**src/rtl/dma_chan_pkg.sv**
```systemverilog
package dma_chan_pkg;

    typedef enum logic [1:0] {
        XT_VERIFY = 2'd0,
        XT_WRITE  = 2'd1,
        XT_READ   = 2'd2,
        XT_BAD    = 2'd3
    } xtype_e;

    typedef enum logic [1:0] {
        XM_DEMAND = 2'd0,
        XM_SINGLE = 2'd1,
        XM_BLOCK  = 2'd2,
        XM_NONE   = 2'd3
    } xmode_e;

    // bit 6 hold, [5:4] transfer mode, 3 decrement, 2 re-arm, [1:0] type
    typedef struct packed {
        logic   hold;
        xmode_e xm;
        logic   dec;
        logic   rearm;
        xtype_e xt;
    } mode_t;

    localparam int MODE_W = $bits(mode_t);

    typedef enum logic [1:0] {
        SEL_MODE  = 2'd0,
        SEL_ADDR  = 2'd1,
        SEL_COUNT = 2'd2,
        SEL_NONE  = 2'd3
    } sel_e;

    typedef enum logic {
        S_IDLE   = 1'b0,
        S_ACTIVE = 1'b1
    } state_e;

endpackage

```
**src/rtl/dma_chan_addr.sv**
```systemverilog
module dma_chan_addr #(
    parameter int AW = 16
) (
    input  logic          clk,
    input  logic          rst_n,
    input  logic          load,
    input  logic [AW-1:0] load_val,
    input  logic          step,
    input  logic          dec,
    input  logic          hold,
    input  logic          reload,
    output logic [AW-1:0] cur
);
    localparam logic [AW-1:0] ONE = AW'(1);

    logic [AW-1:0] base_q;

    always_ff @(posedge clk or negedge rst_n) begin
        if (!rst_n) begin
            base_q <= '0;
            cur    <= '0;
        end else if (load) begin
            base_q <= load_val;
            cur    <= load_val;
        end else if (reload) begin
            cur <= base_q;
        end else if (step && !hold) begin
            cur <= dec ? cur - ONE : cur + ONE;
        end
    end
endmodule

```
**src/rtl/dma_chan_count.sv**
```systemverilog
module dma_chan_count #(
    parameter int CW = 16
) (
    input  logic          clk,
    input  logic          rst_n,
    input  logic          load,
    input  logic [CW-1:0] load_val,
    input  logic          step,
    input  logic          reload,
    output logic          at_zero
);
    localparam logic [CW-1:0] ONE = CW'(1);

    logic [CW-1:0] base_q;
    logic [CW-1:0] cur_q;

    always_ff @(posedge clk or negedge rst_n) begin
        if (!rst_n) begin
            base_q <= '0;
            cur_q  <= '0;
        end else if (load) begin
            base_q <= load_val;
            cur_q  <= load_val;
        end else if (reload) begin
            cur_q <= base_q;
        end else if (step) begin
            cur_q <= cur_q - ONE;
        end
    end

    assign at_zero = (cur_q == '0);
endmodule

```
**src/rtl/dma_chan_fsm.sv**
```systemverilog
module dma_chan_fsm
    import dma_chan_pkg::*;
(
    input  logic  clk,
    input  logic  rst_n,
    input  mode_t mode,
    input  logic  unmask,
    input  logic  dev_req,
    input  logic  grant,
    input  logic  cnt_zero,
    output logic  bus_req,
    output logic  xfer,
    output logic  tc,
    output logic  rd_stb,
    output logic  wr_stb
);
    state_e state_q, state_d;
    logic   mask_q;
    logic   usable;

    assign usable = (mode.xt != XT_BAD) && (mode.xm != XM_NONE);

    always_ff @(posedge clk or negedge rst_n) begin
        if (!rst_n) begin
            state_q <= S_IDLE;
            mask_q  <= 1'b1;
        end else begin
            state_q <= state_d;
            if (unmask)
                mask_q <= 1'b0;
            else if (tc && !mode.rearm)
                mask_q <= 1'b1;
        end
    end

    always_comb begin
        state_d = state_q;
        unique case (state_q)
            S_IDLE: begin
                if (!mask_q && usable && dev_req)
                    state_d = S_ACTIVE;
            end
            S_ACTIVE: begin
                if (!usable)
                    state_d = S_IDLE;
                else if (tc)
                    state_d = S_IDLE;
                else if (mode.xm == XM_SINGLE && xfer)
                    state_d = S_IDLE;
                else if (mode.xm == XM_DEMAND && !dev_req)
                    state_d = S_IDLE;
            end
            default: state_d = S_IDLE;
        endcase
    end

    always_comb begin
        bus_req = (state_q == S_ACTIVE) && usable &&
                  !(mode.xm == XM_DEMAND && !dev_req);
        xfer    = bus_req && grant;
        tc      = xfer && cnt_zero;
        rd_stb  = xfer && (mode.xt == XT_READ);
        wr_stb  = xfer && (mode.xt == XT_WRITE);
    end
endmodule

```
**src/rtl/dma_chan_unit.sv**
```systemverilog
module dma_chan_unit
    import dma_chan_pkg::*;
#(
    parameter int AW = 16,
    parameter int CW = 16,
    parameter int DW = 16
) (
    input  logic          clk,
    input  logic          rst_n,
    input  logic          cfg_we,
    input  logic [1:0]    cfg_sel,
    input  logic [DW-1:0] cfg_wdata,
    input  logic          dev_req,
    input  logic          grant,
    output logic          bus_req,
    output logic [AW-1:0] mem_addr,
    output logic          rd_stb,
    output logic          wr_stb,
    output logic          term_cnt
);
    mode_t mode_q;
    logic  wr_addr, wr_cnt, wr_mode;
    logic  xfer, cnt_zero, reload;

    assign wr_mode = cfg_we && (sel_e'(cfg_sel) == SEL_MODE);
    assign wr_addr = cfg_we && (sel_e'(cfg_sel) == SEL_ADDR);
    assign wr_cnt  = cfg_we && (sel_e'(cfg_sel) == SEL_COUNT);

    always_ff @(posedge clk or negedge rst_n) begin
        if (!rst_n)
            mode_q <= '0;
        else if (wr_mode)
            mode_q <= mode_t'(cfg_wdata[MODE_W-1:0]);
    end

    assign reload = term_cnt && mode_q.rearm;

    dma_chan_fsm u_fsm (
        .clk      (clk),
        .rst_n    (rst_n),
        .mode     (mode_q),
        .unmask   (wr_addr || wr_cnt),
        .dev_req  (dev_req),
        .grant    (grant),
        .cnt_zero (cnt_zero),
        .bus_req  (bus_req),
        .xfer     (xfer),
        .tc       (term_cnt),
        .rd_stb   (rd_stb),
        .wr_stb   (wr_stb)
    );

    dma_chan_addr #(.AW(AW)) u_addr (
        .clk      (clk),
        .rst_n    (rst_n),
        .load     (wr_addr),
        .load_val (AW'(cfg_wdata)),
        .step     (xfer),
        .dec      (mode_q.dec),
        .hold     (mode_q.hold),
        .reload   (reload),
        .cur      (mem_addr)
    );

    dma_chan_count #(.CW(CW)) u_cnt (
        .clk      (clk),
        .rst_n    (rst_n),
        .load     (wr_cnt),
        .load_val (CW'(cfg_wdata)),
        .step     (xfer),
        .reload   (reload),
        .at_zero  (cnt_zero)
    );
endmodule

```
**config.mk**
```make
export PLATFORM = sky130hd
export DESIGN_NAME = dma_chan_unit
export DESIGN_NICKNAME = d
export VERILOG_FILES = /design/src/rtl/dma_chan_pkg.sv /design/src/rtl/dma_chan_addr.sv /design/src/rtl/dma_chan_count.sv /design/src/rtl/dma_chan_fsm.sv /design/src/rtl/dma_chan_unit.sv
export SDC_FILE = /design/constraint.sdc
export NUM_CORES = 1
export LEC_CHECK = 0
export BUFFER_PORTS_ARGS = -buffer_cell sky130_fd_sc_hd__buf_4
export CORE_MARGIN = 2
export CORE_UTILIZATION = 64
export DETAILED_ROUTE_END_ITERATION = 8
export PLACE_DENSITY = 0.87
export SYNTH_ARGS = -nofsm -noshare
export SYNTH_HDL_FRONTEND = slang
export SYNTH_SLANG_ARGS = --single-unit
```
**constraint.sdc**
```tcl
create_clock -name clk -period 6.12 [get_ports clk]
set_input_delay 0.918 -clock clk [delete_from_list [all_inputs] [get_ports clk]]
set_output_delay 0.918 -clock clk [all_outputs]
set_load 0.005 [all_outputs]
```
## Word-level counts from Yosys, hierarchy flattened

Index checks and enable logic that the tools add are counted.

- Reductions and logical operators: 29
- Bitwise gates (word level): 1
- $add $sub $neg: 3
- Multiplexer cells: 15
- Equality and inequality tests: 7

Operators by type and width:

| operator | number |
|---|---|
| $mux W16 | 7 |
| $sub A16 B1 Y16 const B | 2 |
| $logic_and A1 B1 Y1 | 17 |
| $add A16 B1 Y16 const B | 1 |
| $logic_not A16 Y1 | 1 |
| $mux W1 | 7 |
| $eq A2 B1 Y1 const B | 3 |
| $reduce_bool A3 Y1 | 2 |
| $logic_not A1 Y1 | 5 |
| $eq A2 B2 Y1 const B | 2 |
| $logic_not A2 Y1 | 2 |
| $ne A2 B2 Y1 const B | 2 |
| $pmux W1 S2 | 1 |
| $reduce_bool A2 Y1 | 1 |
| $logic_or A1 B1 Y1 | 1 |
| $not A1 Y1 | 1 |

- Output and inout bits: 20
- Bits of input ports: 23
- Register bits: 73
- Logic and storage cells: 66

## Depth between registers and ports, before layout

Gate-level depths: netlist of the first run.

- Depth in word-level cells: 10
- Mapped depth: 11
- Gate-level depth less buffers: 9

## Modules after synthesis

Synthesis of the first run repeated with hierarchy kept, for this count alone.

- Cells, all modules: 474
- Area total of the unflattened synthesis: 4588.2 um2

By module, submodules not included:

| module | cells each | seq. area each (um2) | instances | area each (um2) |
|---|---|---|---|---|
| dma_chan_addr | 243 | 800.8 | 1 | 2275.9 |
| dma_chan_count | 193 | 800.8 | 1 | 1840.5 |
| dma_chan_unit | 21 | 175.2 | 1 | 311.5 |
| dma_chan_fsm | 17 | 51.3 | 1 | 160.2 |

## Worst setup path before layout of the first run

No wires, ideal clock.

- Path kind: input port to output port
- Start point: input dev_req
- End point: output term_cnt
- Cell stages on the path: 5
- Path slack: 3258 ps
- Arrival time: 1944 ps
- Buffers on the path: 0
- Data required time: 5202 ps
- Cell sequence: or3_1 > nand4_1 > or2_2 > nor2_1 > and2_1

- Cells in the longest elaborated chain, start to end: 6

RTL lines:

| item | line | text |
|---|---|---|
| from (decl) | dma_chan_unit.sv:13 | `input logic dev_req,` |
| $logic_not A1 Y1 | dma_chan_fsm.sv:59 | `!(mode.xm == XM_DEMAND && !dev_req);` |
| $logic_and A1 B1 Y1 | dma_chan_fsm.sv:59 |  |
| $logic_not A1 Y1 | dma_chan_fsm.sv:59 |  |
| $logic_and A1 B1 Y1 | dma_chan_fsm.sv:58 | `bus_req = (state_q == S_ACTIVE) && usable &&` |
| $logic_and A1 B1 Y1 | dma_chan_fsm.sv:60 | `xfer = bus_req && grant;` |
| $logic_and A1 B1 Y1 | dma_chan_fsm.sv:61 | `tc = xfer && cnt_zero;` |
| to (decl) | dma_chan_unit.sv:19 | `output logic term_cnt` |

Every way passes these cells.

## Worst setup path after layout of the first run

- Start point: register mode_q[4] (netlist bit)
- End point: output term_cnt

- Cells in the longest elaborated chain, start to end: 6
- Elaborated cells between the ends (all ways): 9
- Classes of those cells: 1 x eq/ne; 8 x reduce/logical

RTL lines:

| item | line | text |
|---|---|---|
| from (decl) | dma_chan_unit.sv:21 | `mode_t mode_q;` |
| from (signal assigned) | dma_chan_unit.sv:33 | `mode_q <= mode_t'(cfg_wdata[MODE_W-1:0]);` |
| $ne A2 B2 Y1 or $logic_not A2 Y1 (tied branches) | dma_chan_fsm.sv:21, dma_chan_fsm.sv:59 |  |
| $logic_and A1 B1 Y1 (on tied branches) | dma_chan_fsm.sv:21, dma_chan_fsm.sv:59 |  |
| $logic_and A1 B1 Y1 or $logic_not A1 Y1 (tied branches) | dma_chan_fsm.sv:58, dma_chan_fsm.sv:59 |  |
| $logic_and A1 B1 Y1 * | dma_chan_fsm.sv:58 |  |
| $logic_and A1 B1 Y1 * | dma_chan_fsm.sv:60 |  |
| $logic_and A1 B1 Y1 * | dma_chan_fsm.sv:61 |  |

Mark *: on every way between the ends. The rest lies on a longest branch, timed or not.

==> results, run 1 <==
- The depth of the most critical reg-to-reg path is 8.
- The area growth from synthesis to layout is 13.3%.
- In the final layout, the share of cells above drive strength 1 is 14.8%.
- The tool flagged a number of max-cap violations equal to 0.
- The floorplan step set the die height to about 86 um.
- The count of antenna diodes in the layout is 0.
- The top achievable clock speed is around 300 MHz.
- The most used cell along the critical path is sky130_fd_sc_hd__buf_4.
- Setup repair after global routing left no endpoint under its margin.
- Counting instances, the worst hold path has a depth of 2.
- The combined flip-flop and latch cell area is 1830 um2.
- The mapped cell area is 4270 um2.
- The critical path starts at mode_q[4].
- The final count of pins violating max slew came to 0.
- The signal on the critical path passes through a22oi_1 -> nand4_1 -> buf_4 -> or2_2 -> nor2_1 -> and2_1 -> buf_4.
- Clock tree synthesis inserted a total of 9 buffers.
- The finished layout holds approximately 620 standard cells, fillers aside.
- The total count of hold-check failures in the final report is 0.
- Entering global routing, the biggest net connects 74 pins.
- Together, buffers and inverters on the worst path number 2.
- The detailed placer's ending HPWL is 7560 um.
- The core region area is 6390 um2.
- After filler insertion, the fill cell instance count of the layout stands at 458.
- The number of nets with antenna violations after detailed routing is 0.
- The via density per instance is 6.49.
- In the layout the commonest cells are sky130_fd_sc_hd__nand2_1, sky130_fd_sc_hd__dfrtp_1, sky130_fd_sc_hd__buf_4.
- The family with the most delay on the worst path is simple AND/OR/NAND/NOR gates.
- After layout, the minimum clock period comes to 3.39 ns.
- The global-route usage over all layers is about a third.
- The critical path runs through a total of 7 cells.
- The largest single stage delay on the critical path is 0.43 ns.
- For this design, the CTS-stage hold fixing added 0 buffers.
- The slew of the pin with the lowest slew margin is between 1 and 1.5 ns.
- The critical path class is reg2out.
- The number of enable-type register cells in the synthesized netlist is 0.
- Input and output buffers added on the ports amount to 42.
- The master cell of the clock root buffer is sky130_fd_sc_hd__clkbuf_8.
- The number of DRC markers after the initial detailed-route iteration is ~430.
- The worst path uses 55.4% of the clock period.
- The top flip-flop cell by instance count after synthesis is sky130_fd_sc_hd__dfrtp_1.
- Dividing total power by cell area gives a power density of 434 nW/um2.
- The maximum count of clock buffers along a single path is 2.
- Of all nets on the critical path, the largest fanout is 25.
- After detailed placement, the design holds a cell count of 600.
- The floorplan die area is 7350 um2.
- The first-pass GRT wire length is 18600 um.
- The initial core utilization is 66.9%.
- A synthesized cell averages 8.56 um2.
- The peak supply drop is 0.000387 V.
- The async set-reset flop share out of synthesis is 100%.
- The total overflow left after global routing is 0.
- The via count of the first global-routing pass is ~3900.
- In this run the critical register-to-register path is launched from mode_q[3].
- The data arrival time of the worst path is roughly 2.5 ns.
- During synthesis, Yosys emitted a total of 0 warnings.
- The path class of the lowest-slack min-delay path is reg2reg.
- The number of post-CTS setup repair buffers is 0.
- Clock latency on the worst-skew pair, taken at its later pin, is approximately 0.36 ns.
- The total negative setup slack is 0 ns.
- The largest individual stage delay along the critical path comes from the cell sky130_fd_sc_hd__dfrtp_1.
- For this design the static power due to leakage is between 2 and 2.5 nW.
- Measured against its own limit, the worst slew margin works out to between 20 and 30%.
- The clock skew after layout is 0.00663 ns.
- Synthesis produced a netlist with a net count of 539.
- The count of unique library cells instantiated by Yosys is 61.
- The total number of placement rows is 29.
- The worst setup path is launched from a register.
- TritonCTS built the clock tree.
- The final routed wire length divided by cell count is 17.8 um.
- In this run the horizontal extent of the chip is about 86 um.
- After detailed routing, the total wire length is approximately 11000 um.
- The flip-flop and latch count after synthesis is 73.
- Summing the sequential cell areas from Yosys gives a little over two fifths of the chip area.
- For this run, the share of the core covered by cells in the final layout is 75.8%.
- For the worst setup path, the data required time is 5.20 ns.
- The total number of nets in the final design is 574.
- The clock-pin slew of the registers on the worst-case setup and hold paths is around 0.080 ns.
- The synthesized instance count is 499.
- The commonest non-fill, non-tap cell in the layout is sky130_fd_sc_hd__nand2_1.
- In this run the number of H-tree levels came out at 3.
- The number of placed I/O pins is 43.
- The worst setup path is captured at a primary output.
- The initial antenna violation count is 0.
- The total clock sinks is 73.
- The post-CTS resize count is 0.
- The run finished with clean final reports.
- The pre-antenna-repair detailed-routing pass consisted of 6 iterations.
- The via total after detailed routing is 3995.
- In this run the most critical hold path is launched from u_addr.base_q[7].
- The total setup violations reported at the end of the flow is 0.
- In the final layout, the multi-input gates occupy 2330 um2.
- After detailed routing, the number of remaining DRC violations is 0.
- The placer's final routability congestion estimate is approximately 0.88.
[Yosys cell counts, drive strengths merged (6+ instances only)]
master	count	area, um2
nand3	12	65.1
clkbuf	17	63.8
mux2	6	67.6
nand2	119	454
o211ai	6	45.0
a21o	7	52.6
nor3	7	35.0
xor2	11	96.3
o21ai	50	250
ha	16	200
o22ai	6	37.5
a21oi	40	200
nor2	42	165
dfrtp	72	1800
[layer usage]
metal | share of wire [%] | vias to the layer above | track usage, %
met5 | 0 | - | 0
met4 | 2.8 | 0 | 12.0
met3 | 7.5 | 34 | 7.12
met2 | 48 | 188 | 51.3
met1 | 42 | 1932 | 43.3
li1 | - | 1841 | -
[state kept, by name, summed over array words and instances (netlist names)]
register       cells
u_fsm.mask_q       1
mode_q             7
u_addr.base_q     16
u_addr.cur        16
u_cnt.base_q      16
u_fsm.state_q      1
u_cnt.cur_q       16
[power breakdown]
group	leakage (nW)	internal, mW	switching, mW
combinational	1.27	0.413	0.506
sequential	0.895	0.608	0.140
clock	0.115	0.250	0.184
[worst register-to-register path, cell delays in order (launching register included)]
cell	delay [ns]
sky130_fd_sc_hd__dfrtp_1	0.81
sky130_fd_sc_hd__ha_1	0.42
sky130_fd_sc_hd__a21o_1	0.19
sky130_fd_sc_hd__a221o_1	0.35
sky130_fd_sc_hd__a21oi_1	0.25
sky130_fd_sc_hd__nor2_1	0.12
sky130_fd_sc_hd__o41ai_1	0.42
sky130_fd_sc_hd__xor2_1	0.22
sky130_fd_sc_hd__o21ai_0	0.12
[final timing paths]
kind | endpoint | slack (ns)
worst max-delay path | term_cnt | 2.73
worst min-delay path | u_addr.base_q[7] | 0.48
worst max register to register | u_addr.cur[14] | 3.10
worst min register to register | u_addr.base_q[7] | 0.48
max in group asynchronous | u_cnt.cur_q[6] | 4.84
min in group asynchronous | u_cnt.cur_q[0] | 0.66
[area by class of cell]
cell class / instances / share of cell area [%]
Multi-Input combinational cell: 401 / 48.2
Sequential cell: 73 / 37.8
Timing Repair Buffer: 45 / 6.98
Clock buffer: 11 / 3.13
Tap cell: 77 / 1.99
Clock inverter: 5 / 1.60
Inverter: 4 / 0.310
[logic make-up after synthesis]
logic type | synth area share [%]
compound gates | 20.3
xor+xnor | 3.07
fa+ha+maj | 5.15
buf+inv | 2.61
flops | 42.8
mux | 2.05
simple gates | 24.0
[stage by stage]
stage / power, mW / hold WS (ns) / cell area (um2) / setup slack (ns)
after global routing: 2.23 / 0.499 / 4840 / 2.56
after floorplan: 1.35 / 0.440 / 4270 / 3.26
after CTS: 2.08 / 0.477 / 4840 / 2.77
after detailed placement: 1.64 / 0.457 / 4610 / 2.83
final: 2.10 / 0.476 / 4840 / 2.73
after global placement: 1.59 / 0.451 / 4610 / 2.86
(Power assumes the default switching activity.)
==> inputs of run 2 (changes only) <==
ABC_AREA = 1   (was unset)
CORE_UTILIZATION = 55   (was 64)
PLACE_DENSITY = 0.79   (was 0.87)
clock period = 2.93 ns   (was 6.12 ns; I/O delays follow)
==> run 2 against run 1 <==
- sequential share of layout area shrank 4.9 points
- synthesized area grew 17%
- register-to-register slack lost 2.4 ns
- global-route usage shrank 4.9 points
- final cell count grew 45%
- sequential power grew 110%
- via count grew 21%
- count of clock-buffer cells in the layout grew 1
- setup slack lost 2.1 ns
- clock power grew 92%
- non-clock buffer count shrank 1
- critical path depth grew 2
- critical path type unchanged
- largest cell class unchanged
==> results, run 2 <==
- The flow ran to the end, and the final reports show no timing, DRC or antenna violations.
- The part of the Yosys area used for sequential elements is 36.5% (-6.3 points).
- The mapped cell area is 5010 um2 (+17%).
- The clock insertion delay at the later pin of the skew report was 0.36 ns (about the same).
- The placed instance count is 876 (+46%).
- The routed design could run at a clock period as short as about 2.3 ns.
- The via count of the first global-routing pass is 4742 (+22%).
- The initial antenna violation count was 0 (unchanged).
- The flip-flop and latch count after synthesis was 73 (unchanged).
- The core region area is 8760 um2 (+37%).
- The maximum count of clock buffers along a single path came to 2 (unchanged).
- The proportion of netlist area held by the largest area contributor is 36.0% (-6.2 points).
- The max-cap violation count was 0 (unchanged).
- The async set-reset flop share out of synthesis is 100% (unchanged).
- The final routed wire length divided by cell count is 14.4 um (-19%).
- The warning count from the yosys run is 0 (unchanged).
- The post-layout instance count excluding filler cells is 892 (+45%).
- The hold slack is 0.217 ns (-0.259 ns).
- The worst setup path is of the reg2out kind.
- The overflow left after global routing is 0 (unchanged).
- The count of unique library cells instantiated by Yosys is 36 (-41%).
- The total number of placement rows is 34 (+17%).
- The number of levels the H-tree was split into is 3 (unchanged).
- The count of antenna diodes in the layout is 0 (unchanged).
- The placer's final routability congestion estimate is 0.945 (+6.9%).
- TritonCTS built the clock tree.
- The cell with the most instances after synthesis is sky130_fd_sc_hd__nand2_1.
- The total clock sinks is 73 (unchanged).
- The number of nets with antenna violations after detailed routing is 0 (unchanged).
- The post-synth net total is 783 (+45%).
- The die height is 99.5 um (+16%).
- The slew of the pin with the lowest slew margin is 0.941 ns (-0.119 ns).
- The critical path starts at u_cnt.cur_q[0].
- The number of post-CTS setup repair buffers was 0 (unchanged).
- The initial core utilization came to 57.2% (-9.7 points).
- The synthesized instance count is 743 (+49%).
- The first-pass detailed-route iteration total is 5 (-1).
- The worst relative slew slack was 37.3% (+8.5 points).
- Static timing analysis puts the maximum clock frequency at 435 MHz.
- The total number of nets in the final design is 819 (+43%).
- The maximum cell stage delay along the critical path is 0.41 ns (-0.02 ns).
- The clock skew after layout is 0.0221 ns (+0.0155 ns).
- The number of DRC markers after the initial detailed-route iteration was 266 (-39%).
- The path class of the lowest-slack min-delay path is in2async.
- The total count of hold-check failures in the final report came to 0 (unchanged).
- The required time reported for the critical path endpoint was 2.49 ns (-2.71 ns).
- The via total after detailed routing is 4830 (+21%).
- The data arrival time of the worst path came to 1.86 ns (-0.61 ns).
- The worst-case setup slack after placement is 0.672 ns (-2.16 ns).
- The most area-hungry cell type in the Yosys netlist is sky130_fd_sc_hd__dfrtp_1.
- The startpoint of the worst-slack reg-to-reg timing path is mode_q[3].
- The power density over the cells is 872 nW/um2 (+100%).
- The critical path goes through inv_1 -> ha_1 -> nand2_1 -> nor2_1 -> nand3_1 -> nor2_4 -> nand2_1 -> inv_1 -> buf_4.
- The number of port buffers was 42 (unchanged).
- The number of placed I/O pins is 43 (unchanged).
- The routed wire length was 12800 um (+17%).
- The global-route usage over all layers is 27.2% (-4.9 points).
- By count the netlist is led by sky130_fd_sc_hd__nand2_1, sky130_fd_sc_hd__inv_1, sky130_fd_sc_hd__dfrtp_1, sky130_fd_sc_hd__nor2_1, sky130_fd_sc_hd__nand3_1.
- The detailed placer's ending HPWL is 9330 um (+23%).
- The via density per instance was 5.41 (-17%).
- STA classifies the critical path endpoint as a primary output.
- The largest net degree at the start of global routing is 74 (unchanged).
- Leaving out fill and tap cells, the most frequent cell in the layout is sky130_fd_sc_hd__nand2_1.
- The number of buffers and inverters on the critical path is 3 (+1).
- The top cell types in the final layout, fill and taps aside, are sky130_fd_sc_hd__nand2_1, sky130_fd_sc_hd__inv_1, sky130_fd_sc_hd__dfrtp_1.
- The first-pass GRT wire length is 21700 um (+17%).
- The mean post-synth cell area came to 6.74 um2 (-21%).
- The floorplan die area is 9890 um2 (+35%).
- The largest driver fanout on the critical path is 4 (-84%).
- The width of the die was 99.5 um (+16%).
- The peak supply drop is 0.000404 V (+4.3%).
- The total setup violations reported at the end of the flow is 0 (unchanged).
- The master cell of the clock root buffer is sky130_fd_sc_hd__clkbuf_8.
- The final worst setup slack is 0.630 ns (-2.10 ns).
- The total negative setup slack was 0 ns (unchanged).
- The final count of pins violating max slew is 0 (unchanged).
- The number of enable-type register cells in the synthesized netlist is 0 (unchanged).
- The area growth from synthesis to layout is 10.8%.
- The share of cells above drive strength 1 is 11.7% (-3.1 points).
- The family with the most delay on the worst path is simple AND/OR/NAND/NOR gates.
- The total clock buffers created by CTS was 9 (unchanged).
- The final clock period utilization by the worst path is slightly below 80%.
- The number of hold buffers added after CTS was 0 (unchanged).
- By area the synthesized netlist is led by sky130_fd_sc_hd__dfrtp_1, sky130_fd_sc_hd__nand2_1, sky130_fd_sc_hd__inv_1.
- Among all flip-flop cells after synthesis, the most frequent one is sky130_fd_sc_hd__dfrtp_1.
- On the critical path, the stage with the largest delay is an instance of sky130_fd_sc_hd__dfrtp_1.
- The DRC violation count after routing came to 0 (unchanged).
- The kind of start point of the critical path is a register.
- The post-CTS resize count is 0 (unchanged).
- The total leakage power is 3.14 nW (+38%).
- Setup repair after global routing left no endpoint under its margin.
- The clock-pin slew of the registers on the worst-case setup and hold paths is 0.07 ns (about the same).
-- run 2: cell count changes in the layout (fill, tap and decap cells not counted), sizes merged, moves of 7 or more --
cell   change
nand2    +168
inv       +95
nand3     +60
nor2      +33
o21ai     -21
a21oi     -20
nand4     +17
a21o       -7
-- run 2: logic make-up after synthesis --
logic type / synth area share [%]
AO/OA/AOI/OAI: 6.12
buffers and inverters: 10.3
flip-flops: 36.5
AND/OR/NAND/NOR: 40.3
adder cells (fa/ha/maj): 4.39
XOR/XNOR: 1.92
multiplexers: 0.449
-- run 2: layout make-up --
type | instances | area (um2)
Tap cell | 108 | 135
Fill cell | 788 | 3210
Inverter | 103 | 389
Multi-Input combinational cell | 548 | 2670
Timing Repair Buffer | 44 | 330
Sequential cell | 73 | 1830
Clock inverter | 4 | 51.3
Clock buffer | 12 | 155
-- run 2: through the flow --
step	util [%]	power, mW	cell area (um2)
2_1_floorplan	-	3.31	5010
3_3_place_gp	61.0	3.93	5350
3_5_place_dp	61.0	4.00	5350
4_1_cts	63.4	4.83	5550
5_1_grt	63.4	5.29	5550
6_report	63.4	4.84	5550
-- run 2: where the power goes --
group | total, mW | switching, mW | internal (mW)
combinational | 2.43 | 1.45 | 0.981
clock | 0.834 | 0.393 | 0.441
sequential | 1.58 | 0.284 | 1.30
total | 4.84 | 2.12 | 2.72
-- run 2: worst paths after layout --
kind / end / cells after the start / slack [ns]
max in group asynchronous: u_cnt.cur_q[13] / 1 / 2.09
hold reg to reg: u_cnt.base_q[8] / 2 / 0.46
hold / removal: mode_q[1] / 1 / 0.22
setup / recovery: term_cnt / 9 / 0.63
min in group clk: u_addr.base_q[2] / 3 / 0.31
setup reg to reg: u_addr.cur[15] / 13 / 0.68
-- run 2: per-layer routing --
| metal | vias to the layer above | global-route usage (%) | part of all wire [%] |
|---|---|---|---|
| met4 | 0 | 11.7 | 2.3 |
| li1 | 2402 | - | - |
| met2 | 150 | 45.2 | 48 |
| met3 | 26 | 4.36 | 5.6 |
| met5 | - | 0 | 0 |
| met1 | 2252 | 35.5 | 44 |
==> inputs of run 3 (changes only) <==
clock period = 1.9 ns   (was 2.93 ns; I/O delays follow)
==> run 3 against run 2 <==
- the run now ends with negative setup slack left
- via count increased by 6.3%
- critical path type is now reg2reg
- final area grew 15%
- count of clock-buffer cells in the layout fell by 3
- flip-flop and latch count is the same
- routed wire length grew 14%
- register-to-register slack got worse by 0.70 ns
- global-route usage is 1.3 points higher
- clock power grew 52%
- die area unchanged
- clock skew fell by 0.0062 ns
- utilization increased by 9.3 points
- largest power group unchanged
==> results, run 3 (synthesis results as in run 2) <==
- The run finished, with violations left.
- The final reports fail on negative setup slack.
- The total number of nets in the final design came to 856 (+4.5%).
- The total count of hold-check failures in the final report is 0 (unchanged).
- The power density over the cells came to 1400 nW/um2 (+61%).
- The total internal power is 4.88 mW (+79%).
- The largest net degree at the start of global routing was 39 (-47%).
- The total clock buffers created by CTS came to 9 (unchanged).
- The floorplan die area came to 9890 um2 (unchanged).
- The initial core utilization came to 57.2% (unchanged).
- The clock-pin slew of the registers on the worst-case setup and hold paths is 0.09 ns (+0.02 ns).
- The first-pass GRT wire length is 22700 um (+4.6%).
- The final count of pins violating max slew is 0 (unchanged).
- The master cell of the clock root buffer is sky130_fd_sc_hd__clkbuf_8.
- The switching power as a share of total power is 45.3% (+1.5 points).
- Subtracting the final worst setup slack from the clock period gives 1.92 ns.
- The share of cells above drive strength 1 is 25.9% (+14 points).
- The launching element of the worst setup path is mode_q[3].
- The worst min-delay path startpoint is cfg_wdata[9].
- The detailed placer's ending HPWL is 9790 um (+4.9%).
- The required time reported for the critical path endpoint was 2.19 ns (-0.30 ns).
- The clock insertion delay at the later pin of the skew report is 0.36 ns (about the same).
- The peak supply drop was 0.000757 V (+88%).
- The worst hold path belongs to the class in2reg.
- The maximum count of clock buffers along a single path is 2 (unchanged).
- The clock skew after layout is 0.0159 ns (-0.00624 ns).
- The number of port buffers is 42 (unchanged).
- The count of antenna diodes in the layout is 0 (unchanged).
- The via total after detailed routing was 5132 (+6.3%).
- The overflow left after global routing came to 0 (unchanged).
- TritonCTS built the clock tree.
- The area growth from synthesis to layout is 27.0%.
- Leaving out fill and tap cells, the most frequent cell in the layout is sky130_fd_sc_hd__nand2_1.
- The share of total power in the clock network is 14.3% (-2.9 points).
- The global-route usage over all layers came to 28.5% (+1.3 points).
- The total number of placement rows is 34 (unchanged).
- Derived from the worst setup path, the maximum achievable clock frequency is 521 MHz.
- The critical path class is reg2reg.
- The kind of start point of the critical path is a register.
- The reported net switching power is 4.04 mW (+90%).
- The worst-case setup slack after placement is -0.188 ns (-0.860 ns).
- The number of levels the H-tree was split into is 3 (unchanged).
- The final worst setup slack is -0.0208 ns (-0.650 ns).
- The number of nets with antenna violations after detailed routing is 0 (unchanged).
- The initial antenna violation count is 0 (unchanged).
- The first-pass detailed-route iteration total is 5 (unchanged).
- Setup repair after global routing could not meet its margin everywhere.
- The via count of the first global-routing pass is 4847 (+2.2%).
- The number of DRC markers after the initial detailed-route iteration is 255 (-4.1%).
- The hold slack is 0.170 ns (-0.0469 ns).
- The slew of the pin with the lowest slew margin is 0.503 ns (-0.438 ns).
- The depth of the worst hold-timing path is 3.
- The data arrival time of the worst path was 2.21 ns (+0.35 ns).
- The depth of the most critical reg-to-reg path is 12 (-1).
- The worst relative slew slack came to 66.4% (+29 points).
- The total leakage power was 3.41 nW (+8.6%).
- The startpoint identified for the worst register-to-register timing path is mode_q[3].
- The width of the die was 99.5 um (unchanged).
- The post-route core utilization came to 72.6% (+9.3 points).
- The routed wire length came to 14600 um (+14%).
- The DRC violation count after routing came to 0 (unchanged).
- The final routed wire length divided by cell count was 15.7 um (+9.3%).
- The largest driver fanout on the critical path is 6 (+2).
- The sequential share of power was 28.0% (-4.6 points).
- The worst setup path is captured at a register.
- The combinational group share of total power came to 57.8% (+7.7 points).
- The total setup violations reported at the end of the flow came to 3 (+3).
- The number of placed I/O pins is 43 (unchanged).
- The max-cap violation count is 0 (unchanged).
- The library cells used most frequently in the layout, excluding fill and tap cells, are sky130_fd_sc_hd__nand2_1, sky130_fd_sc_hd__inv_1, sky130_fd_sc_hd__dfrtp_1.
- The total clock sinks was 73 (unchanged).
- The via density per instance is 5.52 (+2.0%).
- The final clock period utilization by the worst path is 101%.
- The die height is 99.5 um (unchanged).
- The core region area is 8760 um2 (unchanged).
- The placer's final routability congestion estimate came to 0.986 (+4.3%).
==> run 3: worst paths after layout <==
kind,to,slack (ns)
max,u_addr.cur[15],-0.02
min,u_cnt.base_q[9],0.17
max reg2reg,u_addr.cur[15],-0.02
min reg2reg,u_cnt.base_q[8],0.47
max in group asynchronous,u_cnt.cur_q[14],0.89
min in group asynchronous,mode_q[2],0.44
==> run 3: repair_timing <==
item	4_1_cts	5_1_grt
pin swaps	4	31
hold endpoints to repair	36	0
hold buffers	1	0
gates cloned	0	0
buffers inserted	6	10
resized for setup	21	92
endpoints found under the setup margin	17	27
==> run 3: power groups by stage <==
stage | logic [mW] | clock network, mW | registers, mW
after floorplan | 2.76 | 0 | 2.35
after global placement | 3.72 | 0 | 2.44
after detailed placement | 3.83 | 0 | 2.45
after CTS | 4.10 | 1.29 | 2.45
after global routing | 5.69 | 1.35 | 2.55
final | 5.16 | 1.27 | 2.49
==> run 3: metrics by stage <==
stage / power, mW / area, um2 / cells / TNS (ns)
after floorplan: 5.10 / 5010 / 743 / 0
after CTS: 7.83 / 5920 / 919 / -0.0786
after global routing: 9.58 / 6370 / 929 / -0.677
after detailed placement: 6.28 / 5550 / 896 / -1.48
final: 8.92 / 6370 / 929 / -0.0495
after global placement: 6.15 / 5550 / 896 / -0.573
==> run 3: critical path, cell delays in order (launching register included) <==
cell and delay, ns:
sky130_fd_sc_hd__dfrtp_2 0.50, sky130_fd_sc_hd__buf_4 0.17, sky130_fd_sc_hd__ha_4 0.29, sky130_fd_sc_hd__nand2_2 0.09, sky130_fd_sc_hd__nor2_1 0.21, sky130_fd_sc_hd__nand2_2 0.10
sky130_fd_sc_hd__nand2_2 0.09, sky130_fd_sc_hd__nand2_4 0.06, sky130_fd_sc_hd__nand2_2 0.06, sky130_fd_sc_hd__nand2_1 0.05, sky130_fd_sc_hd__nand3_1 0.07, sky130_fd_sc_hd__nand3_1 0.08
sky130_fd_sc_hd__nand2_1 0.09
==> run 3: per-layer routing <==
metal	share of wire [%]	global-route usage, %	up-vias
li1	-	-	2475
met4	1.7	7.17	0
met3	5.8	4.99	28
met1	41	36.4	2441
met2	51	50.2	188
met5	0	0	-
==> run 3: cell type report <==
class	instances	area, um2
Sequential cell	73	1830
Timing Repair Buffer	81	708
Tap cell	108	135
Inverter	103	393
Multi-Input combinational cell	548	3100
Clock inverter	7	78.8
Fill cell	687	2400
Clock buffer	9	124
